File: src/rtl/hb_pkg.sv
package hb_pkg;

  localparam int WORD_W  = 32;
  localparam int BLK_WDS = 16;
  localparam int DIG_WDS = 8;
  localparam int ROUNDS  = 64;
  localparam int BLK_W   = WORD_W * BLK_WDS;
  localparam int DIG_W   = WORD_W * DIG_WDS;

  localparam int ADR_NAME = 'h00;
  localparam int ADR_VER  = 'h01;
  localparam int ADR_CMD  = 'h08;
  localparam int ADR_STAT = 'h09;
  localparam int ADR_BLK  = 'h10;
  localparam int ADR_DIG  = 'h20;

  typedef logic [WORD_W-1:0] word_t;

  typedef enum logic [1:0] {
    ST_IDLE  = 2'd0,
    ST_ROUND = 2'd1,
    ST_FINAL = 2'd2
  } core_state_e;

  localparam logic [DIG_W-1:0] IV_FLAT = {
    32'h6a09e667, 32'hbb67ae85, 32'h3c6ef372, 32'ha54ff53a,
    32'h510e527f, 32'h9b05688c, 32'h1f83d9ab, 32'h5be0cd19
  };

  localparam logic [ROUNDS*WORD_W-1:0] K_FLAT = {
    32'h428a2f98, 32'h71374491, 32'hb5c0fbcf, 32'he9b5dba5,
    32'h3956c25b, 32'h59f111f1, 32'h923f82a4, 32'hab1c5ed5,
    32'hd807aa98, 32'h12835b01, 32'h243185be, 32'h550c7dc3,
    32'h72be5d74, 32'h80deb1fe, 32'h9bdc06a7, 32'hc19bf174,
    32'he49b69c1, 32'hefbe4786, 32'h0fc19dc6, 32'h240ca1cc,
    32'h2de92c6f, 32'h4a7484aa, 32'h5cb0a9dc, 32'h76f988da,
    32'h983e5152, 32'ha831c66d, 32'hb00327c8, 32'hbf597fc7,
    32'hc6e00bf3, 32'hd5a79147, 32'h06ca6351, 32'h14292967,
    32'h27b70a85, 32'h2e1b2138, 32'h4d2c6dfc, 32'h53380d13,
    32'h650a7354, 32'h766a0abb, 32'h81c2c92e, 32'h92722c85,
    32'ha2bfe8a1, 32'ha81a664b, 32'hc24b8b70, 32'hc76c51a3,
    32'hd192e819, 32'hd6990624, 32'hf40e3585, 32'h106aa070,
    32'h19a4c116, 32'h1e376c08, 32'h2748774c, 32'h34b0bcb5,
    32'h391c0cb3, 32'h4ed8aa4a, 32'h5b9cca4f, 32'h682e6ff3,
    32'h748f82ee, 32'h78a5636f, 32'h84c87814, 32'h8cc70208,
    32'h90befffa, 32'ha4506ceb, 32'hbef9a3f7, 32'hc67178f2
  };

  function automatic word_t rotr(input word_t x, input int n);
    return (x >> n) | (x << (WORD_W - n));
  endfunction

  function automatic word_t big_s0(input word_t x);
    return rotr(x, 2) ^ rotr(x, 13) ^ rotr(x, 22);
  endfunction

  function automatic word_t big_s1(input word_t x);
    return rotr(x, 6) ^ rotr(x, 11) ^ rotr(x, 25);
  endfunction

  function automatic word_t sml_s0(input word_t x);
    return rotr(x, 7) ^ rotr(x, 18) ^ (x >> 3);
  endfunction

  function automatic word_t sml_s1(input word_t x);
    return rotr(x, 17) ^ rotr(x, 19) ^ (x >> 10);
  endfunction

  function automatic word_t choose(input word_t e, input word_t f, input word_t g);
    return (e & f) ^ (~e & g);
  endfunction

  function automatic word_t majority(input word_t a, input word_t b, input word_t c);
    return (a & b) ^ (a & c) ^ (b & c);
  endfunction

endpackage

File: src/rtl/hb_wsched.sv
module hb_wsched
  import hb_pkg::*;
(
  input  logic             clk,
  input  logic             rst_n,
  input  logic             load_i,
  input  logic             shift_i,
  input  logic [BLK_W-1:0] block_i,
  output word_t            w_o
);

  word_t win_q [BLK_WDS];
  word_t w_new;

  // next schedule word from the current 16-word window
  assign w_new = sml_s1(win_q[14]) + win_q[9] + sml_s0(win_q[1]) + win_q[0];
  assign w_o   = win_q[0];

  for (genvar i = 0; i < BLK_WDS; i++) begin : g_win
    always_ff @(posedge clk or negedge rst_n) begin
      if (!rst_n) begin
        win_q[i] <= '0;
      end else if (load_i) begin
        win_q[i] <= block_i[BLK_W-1-WORD_W*i -: WORD_W];
      end else if (shift_i) begin
        if (i == BLK_WDS-1) win_q[i] <= w_new;
        else                win_q[i] <= win_q[(i+1) % BLK_WDS];
      end
    end
  end

endmodule

File: src/rtl/hb_core.sv
module hb_core
  import hb_pkg::*;
(
  input  logic             clk,
  input  logic             rst_n,
  input  logic             init_i,
  input  logic             next_i,
  input  logic [BLK_W-1:0] block_i,
  output logic             ready_o,
  output logic             valid_o,
  output logic [DIG_W-1:0] digest_o
);

  localparam int CNT_W = $clog2(ROUNDS);
  localparam logic [CNT_W-1:0] LAST_RND = CNT_W'(ROUNDS-1);

  core_state_e      state_q;
  logic [CNT_W-1:0] rnd_q;
  word_t            work_q [DIG_WDS];
  word_t            work_d [DIG_WDS];
  word_t            dig_q  [DIG_WDS];
  word_t            w_cur, k_cur, t1, t2;
  logic             start;
  logic             valid_q;

  assign ready_o = (state_q == ST_IDLE);
  assign valid_o = valid_q;
  assign start   = ready_o && (init_i || next_i);
  assign k_cur   = K_FLAT[(ROUNDS-1-int'(rnd_q))*WORD_W +: WORD_W];

  hb_wsched u_wsched (
    .clk     (clk),
    .rst_n   (rst_n),
    .load_i  (start),
    .shift_i (state_q == ST_ROUND),
    .block_i (block_i),
    .w_o     (w_cur)
  );

  always_comb begin
    t1 = work_q[7] + big_s1(work_q[4]) + choose(work_q[4], work_q[5], work_q[6])
       + k_cur + w_cur;
    t2 = big_s0(work_q[0]) + majority(work_q[0], work_q[1], work_q[2]);
    work_d[0] = t1 + t2;
    work_d[1] = work_q[0];
    work_d[2] = work_q[1];
    work_d[3] = work_q[2];
    work_d[4] = work_q[3] + t1;
    work_d[5] = work_q[4];
    work_d[6] = work_q[5];
    work_d[7] = work_q[6];
  end

  always_ff @(posedge clk or negedge rst_n) begin
    if (!rst_n) begin
      state_q <= ST_IDLE;
      rnd_q   <= '0;
      valid_q <= 1'b0;
      for (int i = 0; i < DIG_WDS; i++) begin
        work_q[i] <= '0;
        dig_q[i]  <= '0;
      end
    end else begin
      case (state_q)
        ST_IDLE: begin
          if (start) begin
            valid_q <= 1'b0;
            rnd_q   <= '0;
            state_q <= ST_ROUND;
            for (int i = 0; i < DIG_WDS; i++) begin
              if (init_i) begin
                work_q[i] <= IV_FLAT[DIG_W-1-WORD_W*i -: WORD_W];
                dig_q[i]  <= IV_FLAT[DIG_W-1-WORD_W*i -: WORD_W];
              end else begin
                work_q[i] <= dig_q[i];
              end
            end
          end
        end
        ST_ROUND: begin
          for (int i = 0; i < DIG_WDS; i++) work_q[i] <= work_d[i];
          rnd_q <= rnd_q + 1'b1;
          if (rnd_q == LAST_RND) state_q <= ST_FINAL;
        end
        ST_FINAL: begin
          for (int i = 0; i < DIG_WDS; i++) dig_q[i] <= dig_q[i] + work_q[i];
          valid_q <= 1'b1;
          state_q <= ST_IDLE;
        end
        default: state_q <= ST_IDLE;
      endcase
    end
  end

  for (genvar i = 0; i < DIG_WDS; i++) begin : g_dig
    assign digest_o[DIG_W-1-WORD_W*i -: WORD_W] = dig_q[i];
  end


  start_drops_ready_chk: assert property (@(posedge clk) disable iff (!rst_n)
    (ready_o && (init_i || next_i)) |=> !ready_o);


  start_clears_valid_chk: assert property (@(posedge clk) disable iff (!rst_n)
    (ready_o && (init_i || next_i)) |=> !valid_o);


  valid_when_idle_chk: assert property (@(posedge clk) disable iff (!rst_n)
    valid_o |-> ready_o);


  digest_hold_chk: assert property (@(posedge clk) disable iff (!rst_n)
    (state_q == ST_ROUND) |=> $stable(digest_o));

endmodule

File: src/rtl/hb_regfile.sv
module hb_regfile
  import hb_pkg::*;
#(
  parameter int ADDR_W = 8
) (
  input  logic              clk,
  input  logic              rst_n,
  input  logic              wr_i,
  input  logic [ADDR_W-1:0] addr_i,
  input  word_t             wdata_i,
  output logic [BLK_W-1:0]  block_o,
  output logic              init_o,
  output logic              next_o
);

  localparam logic [ADDR_W-1:0] CMD_A = ADDR_W'(ADR_CMD);

  word_t blk_q [BLK_WDS];
  logic  cmd_wr;

  assign cmd_wr = wr_i && (addr_i == CMD_A);

  for (genvar i = 0; i < BLK_WDS; i++) begin : g_blk
    always_ff @(posedge clk or negedge rst_n) begin
      if (!rst_n) begin
        blk_q[i] <= '0;
      end else if (wr_i && addr_i == ADDR_W'(ADR_BLK + i)) begin
        blk_q[i] <= wdata_i;
      end
    end
    assign block_o[BLK_W-1-WORD_W*i -: WORD_W] = blk_q[i];
  end

  // single-cycle command strobes, cleared by hardware
  always_ff @(posedge clk or negedge rst_n) begin
    if (!rst_n) begin
      init_o <= 1'b0;
      next_o <= 1'b0;
    end else begin
      init_o <= cmd_wr && wdata_i[0];
      next_o <= cmd_wr && wdata_i[1];
    end
  end


  init_from_write_chk: assert property (@(posedge clk) disable iff (!rst_n)
    $rose(init_o) |-> $past(wr_i && (addr_i == CMD_A) && wdata_i[0]));


  next_from_write_chk: assert property (@(posedge clk) disable iff (!rst_n)
    $rose(next_o) |-> $past(wr_i && (addr_i == CMD_A) && wdata_i[1]));

endmodule

File: src/rtl/hashbus_sha256.sv
module hashbus_sha256
  import hb_pkg::*;
#(
  parameter int          ADDR_W   = 8,
  parameter logic [31:0] ID_WORD  = 32'h73686132,
  parameter logic [31:0] REV_WORD = 32'h00010000
) (
  input  logic              clk,
  input  logic              rst_n,
  input  logic              sel,
  input  logic              wr,
  input  logic [ADDR_W-1:0] addr,
  input  logic [31:0]       wdata,
  output logic [31:0]       rdata
);

  localparam int BIDX_W = $clog2(BLK_WDS);
  localparam int DIDX_W = $clog2(DIG_WDS);

  logic [BLK_W-1:0]  block;
  logic [DIG_W-1:0]  digest;
  logic              init_p, next_p, ready, valid;
  logic [BIDX_W-1:0] bidx;
  logic [DIDX_W-1:0] didx;
  logic              in_blk, in_dig;

  hb_regfile #(.ADDR_W(ADDR_W)) u_regs (
    .clk     (clk),
    .rst_n   (rst_n),
    .wr_i    (sel && wr),
    .addr_i  (addr),
    .wdata_i (wdata),
    .block_o (block),
    .init_o  (init_p),
    .next_o  (next_p)
  );

  hb_core u_core (
    .clk      (clk),
    .rst_n    (rst_n),
    .init_i   (init_p),
    .next_i   (next_p),
    .block_i  (block),
    .ready_o  (ready),
    .valid_o  (valid),
    .digest_o (digest)
  );

  assign in_blk = (addr >= ADDR_W'(ADR_BLK)) && (addr < ADDR_W'(ADR_BLK + BLK_WDS));
  assign in_dig = (addr >= ADDR_W'(ADR_DIG)) && (addr < ADDR_W'(ADR_DIG + DIG_WDS));
  assign bidx   = BIDX_W'(addr - ADDR_W'(ADR_BLK));
  assign didx   = DIDX_W'(addr - ADDR_W'(ADR_DIG));

  always_comb begin
    rdata = '0;
    if (sel && !wr) begin
      if (addr == ADDR_W'(ADR_NAME))      rdata = ID_WORD;
      else if (addr == ADDR_W'(ADR_VER))  rdata = REV_WORD;
      else if (addr == ADDR_W'(ADR_STAT)) rdata = {30'd0, valid, ready};
      else if (in_blk) rdata = block[(BLK_WDS-1-int'(bidx))*WORD_W +: WORD_W];
      else if (in_dig) rdata = digest[(DIG_WDS-1-int'(didx))*WORD_W +: WORD_W];
    end
  end


  idle_bus_zero_chk: assert property (@(posedge clk) disable iff (!rst_n)
    !sel |-> (rdata == 32'd0));

endmodule

File: config.mk
export PLATFORM = sky130hd
export DESIGN_NAME = hashbus_sha256
export DESIGN_NICKNAME = d
export VERILOG_FILES = /design/src/rtl/hb_pkg.sv /design/src/rtl/hb_wsched.sv /design/src/rtl/hb_core.sv /design/src/rtl/hb_regfile.sv /design/src/rtl/hashbus_sha256.sv
export SDC_FILE = /design/constraint.sdc
export NUM_CORES = 2
export LEC_CHECK = 0
export ABC_AREA = 1
export BUFFER_PORTS_ARGS = -buffer_cell sky130_fd_sc_hd__buf_4
export CAP_MARGIN = 30
export CORE_MARGIN = 5
export CORE_UTILIZATION = 40
export CTS_CLUSTER_SIZE = 28
export DETAILED_ROUTE_END_ITERATION = 8
export PLACE_DENSITY = 0.64
export SYNTH_ARGS = -nofsm -noshare
export SYNTH_HDL_FRONTEND = slang
export SYNTH_SLANG_ARGS = --single-unit
export TNS_END_PERCENT = 30
File: constraint.sdc
create_clock -name clk -period 8.1 [get_ports clk]
set_clock_uncertainty 0.15 [all_clocks]
set_input_delay 0 -clock clk [delete_from_list [all_inputs] [get_ports clk]]
set_output_delay 0 -clock clk [all_outputs]
set_load 0.01 [all_outputs]
==> results.txt <==
The horizontal die dimension is 512 microns. Once detail routing completed, the nets flagged for antenna violations numbered 0. The average cell area after synthesis came out at ~7.8 sq um. Counting the buffers created by CTS gives between 150 and 200. The cell that appears most often on the critical path is inv_1. In this run, distinct cell masters in the synthesized netlist total 66. In the layout the commonest cells are nand2_1 (2756), inv_1 (1610), dfrtp_1 (1546), o21ai_0 (1530), nor2_1 (697). The H-tree was split into 4 levels.

The run finished with clean final reports. The final core utilization is 44.5%. The weighted congestion at the end of routability-driven global placement is 1.05. The first-pass iteration count of the detailed router is 6. The data required time of the worst path is between 8 and 9 ns. Of all flip-flops after synthesis, the portion carrying an async set or reset was 100%.

The maximum single-stage delay on the critical path is just under 0.5 ns. TritonCTS built the clock tree. The tightest min-delay check is of the primary input to flip-flop type. For this configuration, the core starts out at a cell density of about two fifths. In the synthesized netlist the dominant register cell turns out to be dfrtp_1. After detailed routing, the average wire length per cell comes to 28.0 microns. The cell at the slowest stage of the critical path is fa_1. For this run, the post-layout net count is ~13000. The startpoint identified for the worst register-to-register timing path is u_core.rnd_q[0]. At the later pin of the worst-skew pair, clock insertion delay measures about 0.90 ns.

The number of cells on the worst hold path came out at 4. Synthesis produced a netlist whose cell count is about 13000. The filler-free cell count of the finished design is 16300. The first global-routing pass estimated between 600 and 700 mm of wire. The number of warning messages in the yosys log is 0. The count of pins on the block boundary came out at 76. The post-synthesis register bit count came out at roughly 1500.

After detailed routing, the total wire length is about 460 mm. After clock tree synthesis, the clock-pin slew on the worst setup and hold paths is around 0.060 ns. The number of violations reported at the end of detailed-routing iteration 0 came out at 11100. The via count of the first global-routing pass came out at 90900. The maximum number of pins on one net before global-route repair is 212. In this run the clock root is driven by a clkbuf_16.

The cell count of the worst reg-to-reg path came out at 35. The critical path is of the flip-flop to flip-flop type. The synthesized netlist occupies a cell area of around 100000 sq um. Across the whole layout, storage elements account for 38700 sq um. The post-route DRC violation count is 0. The combined global-route utilization of all metal layers came out at between 30% and 40%. The count of pins over their slew limit came out at 0.

The final critical-path share of the clock period came out at between 90% and 100%. The fmax came out at 0.129 GHz. In the final layout, the share of cells above drive strength 1 is ~5.7%. The final setup violation count came out at 0.

The vias per cell is roughly 6.0. The synthesized net count came out at between 10000 and 15000. The signal arrival time at the worst endpoint came out at about 8.3 ns. The total area of multi-input combinational cells came out at roughly 53000 sq um. For the pin with the worst max-slew slack, the measured transition is around 1.2 ns.

CTS saw 1547 sinks. The HPWL after detailed placement is 335 mm. The worst slew slack as a fraction of its limit came out at a little under a quarter. The number of antenna violations at the first check in global routing came to 22. The maximum buffer depth of the clock tree came out at 3. The count of flip-flops with a built-in enable after synthesis came out at 0.

The launching element type of the critical path is a flip-flop. The maximum fanout along the worst path came out at 8. The layout filler cell count is 25400.

The area overhead of the layout relative to synthesis is 10.8%. The shortest clock period the worst path allows after layout came out at just under 8 ns. The most critical setup path has its startpoint at u_core.rnd_q[0].

The vertical extent of the die is ~510 microns. The placed instance count is between 15000 and 20000. The number of hold violations in the final report came out at 0.

For this run the aggregate overflow at the end of global routing stands at 0. The number of standard-cell rows in the floorplan is approximately 180. The launch instance of the worst min-delay path is wdata[21]. The max-cap check violation count is 0. For this run, the register share of the synthesized area comes to 38.4%.

The detailed router placed between 90000 and 100k vias in this run. The die covers roughly 260000 sq um. The worst setup path is captured at a flip-flop. The total core area is approximately 250000 sq um.

The count of buffers from port buffering is 75. The library cell used most frequently in the layout, excluding fill and tap cells, is nand2_1.
-- cells by family (layout without fill, tap and decap cells) --
kind of cell	after synthesis	after routing	share of synthesized area, %
buffers and inverters	2374	2314	9.02
AND/OR/NAND/NOR	4151	4151	16.6
other	0	15	0
AO/OA/AOI/OAI	3890	3890	23.5
XOR/XNOR	421	421	3.66
flip-flops	1547	1547	38.4
adder cells (fa/ha/maj)	584	584	8.71
-- state kept, by name, summed over array words and instances (netlist names) --
signal and flops:
u_regs.block_o 512, u_core.state_q 2, u_core.digest_o 256, u_core.work_q 64, u_regs.next_o 1, u_core.u_wsched.w_o 32
u_regs.init_o 1, u_core.u_wsched.win_q 480, u_core.work_d 192, u_core.rnd_q 6, u_core.valid_o 1
-- worst paths after layout --
path | to | slack (ns)
min | u_regs.block_o[309] | 0.06
min reg2reg | u_core.u_wsched.win_q[323] | 0.31
max | u_core.work_d[213] | 0.37
max reg2reg | u_core.work_d[213] | 0.37
min in group asynchronous | u_regs.block_o[491] | 0.35
max in group asynchronous | u_regs.block_o[64] | 5.75
-- layout make-up --
| cell class | count | area share [%] |
|---|---|---|
| clock buffer | 258 | 4.66 |
| sequential | 1547 | 34.7 |
| timing repair buffer | 373 | 2.97 |
| tap | 3348 | 3.76 |
| inverter | 1623 | 5.50 |
| antenna | 15 | 0.0337 |
| multi-input combinational | 9046 | 47.6 |
| clock inverter | 60 | 0.780 |
-- Yosys cell counts, types with 11 or more instances --
cell type | number | share of area (%)
o21ai_0 | 1532 | 7.6
nand2_1 | 2773 | 10
a21boi_0 | 39 | 0.29
o211ai_1 | 197 | 1.5
a21oi_1 | 639 | 3.2
a22o_1 | 25 | 0.22
a31oi_1 | 83 | 0.52
and3_1 | 11 | 0.068
nand4_1 | 103 | 0.64
nand3_1 | 377 | 1.9
a21o_1 | 54 | 0.40
nor2_1 | 706 | 2.6
xnor2_1 | 176 | 1.5
fa_1 | 195 | 3.9
xor2_1 | 245 | 2.1
buf_1 | 59 | 0.22
o21ai_1 | 140 | 0.70
nor4_1 | 24 | 0.15
o21bai_1 | 69 | 0.51
nor3_1 | 85 | 0.42
inv_1 | 1612 | 6.0
o31ai_1 | 11 | 0.082
a22oi_1 | 13 | 0.097
buf_2 | 124 | 0.62
dfrtp_1 | 1547 | 38
o21a_1 | 25 | 0.19
o22a_1 | 28 | 0.24
ha_1 | 388 | 4.8
a41oi_1 | 16 | 0.14
a211oi_1 | 28 | 0.21
clkbuf_1 | 565 | 2.1
o22ai_1 | 386 | 2.4
nand3b_1 | 17 | 0.13
or2_2 | 33 | 0.21
o221ai_1 | 538 | 4.7
-- layer usage --
| metal | share of wire [%] | GRT usage (%) | vias to the layer above | wire length [microns] |
|---|---|---|---|---|
| met4 | 6.5 | 18.2 | 16 | 29600 |
| met3 | 10 | 8.56 | 1013 | 46400 |
| met1 | 40 | 44.6 | 47300 | 184000 |
| li1 | - | - | 43800 | - |
| met2 | 43 | 50.3 | 4728 | 195000 |
| met5 | 0.023 | 0 | - | 104 |
-- timing repair --
item	4_1_cts	5_1_grt
hold buffers	43	0
setup buffers	0	0
hold endpoints to repair	1235	0
setup endpoints to repair	0	19
gates resized for setup	0	20
-- critical path: cells and delay by family (launching register included) --
kind                       cells  cell delay [ns]
buffers and inverters          8             1.07
and+or+nand+nor               10             1.00
AOI/OAI and AO/OA             10             2.28
DFF                            1             0.37
adders and majority gates      6             2.36
xor gates and xnor gates       1             0.41
-- through the flow --
step	TNS (ns)	hold WS, ns	area (sq um)	setup slack (ns)
6_report	0	0.0592	112000	0.374
5_1_grt	-0.00762	0.0855	112000	-0.00762
4_1_cts	0	0.0105	111000	0.0940
3_5_place_dp	0	-0.163	105000	0.0949
3_3_place_gp	0	-0.158	105000	0.0949
2_1_floorplan	0	-0.446	101000	1.11
Power is not shown: default switching activity piles up to over one toggle a cycle in this logic, so the estimate is an artifact.
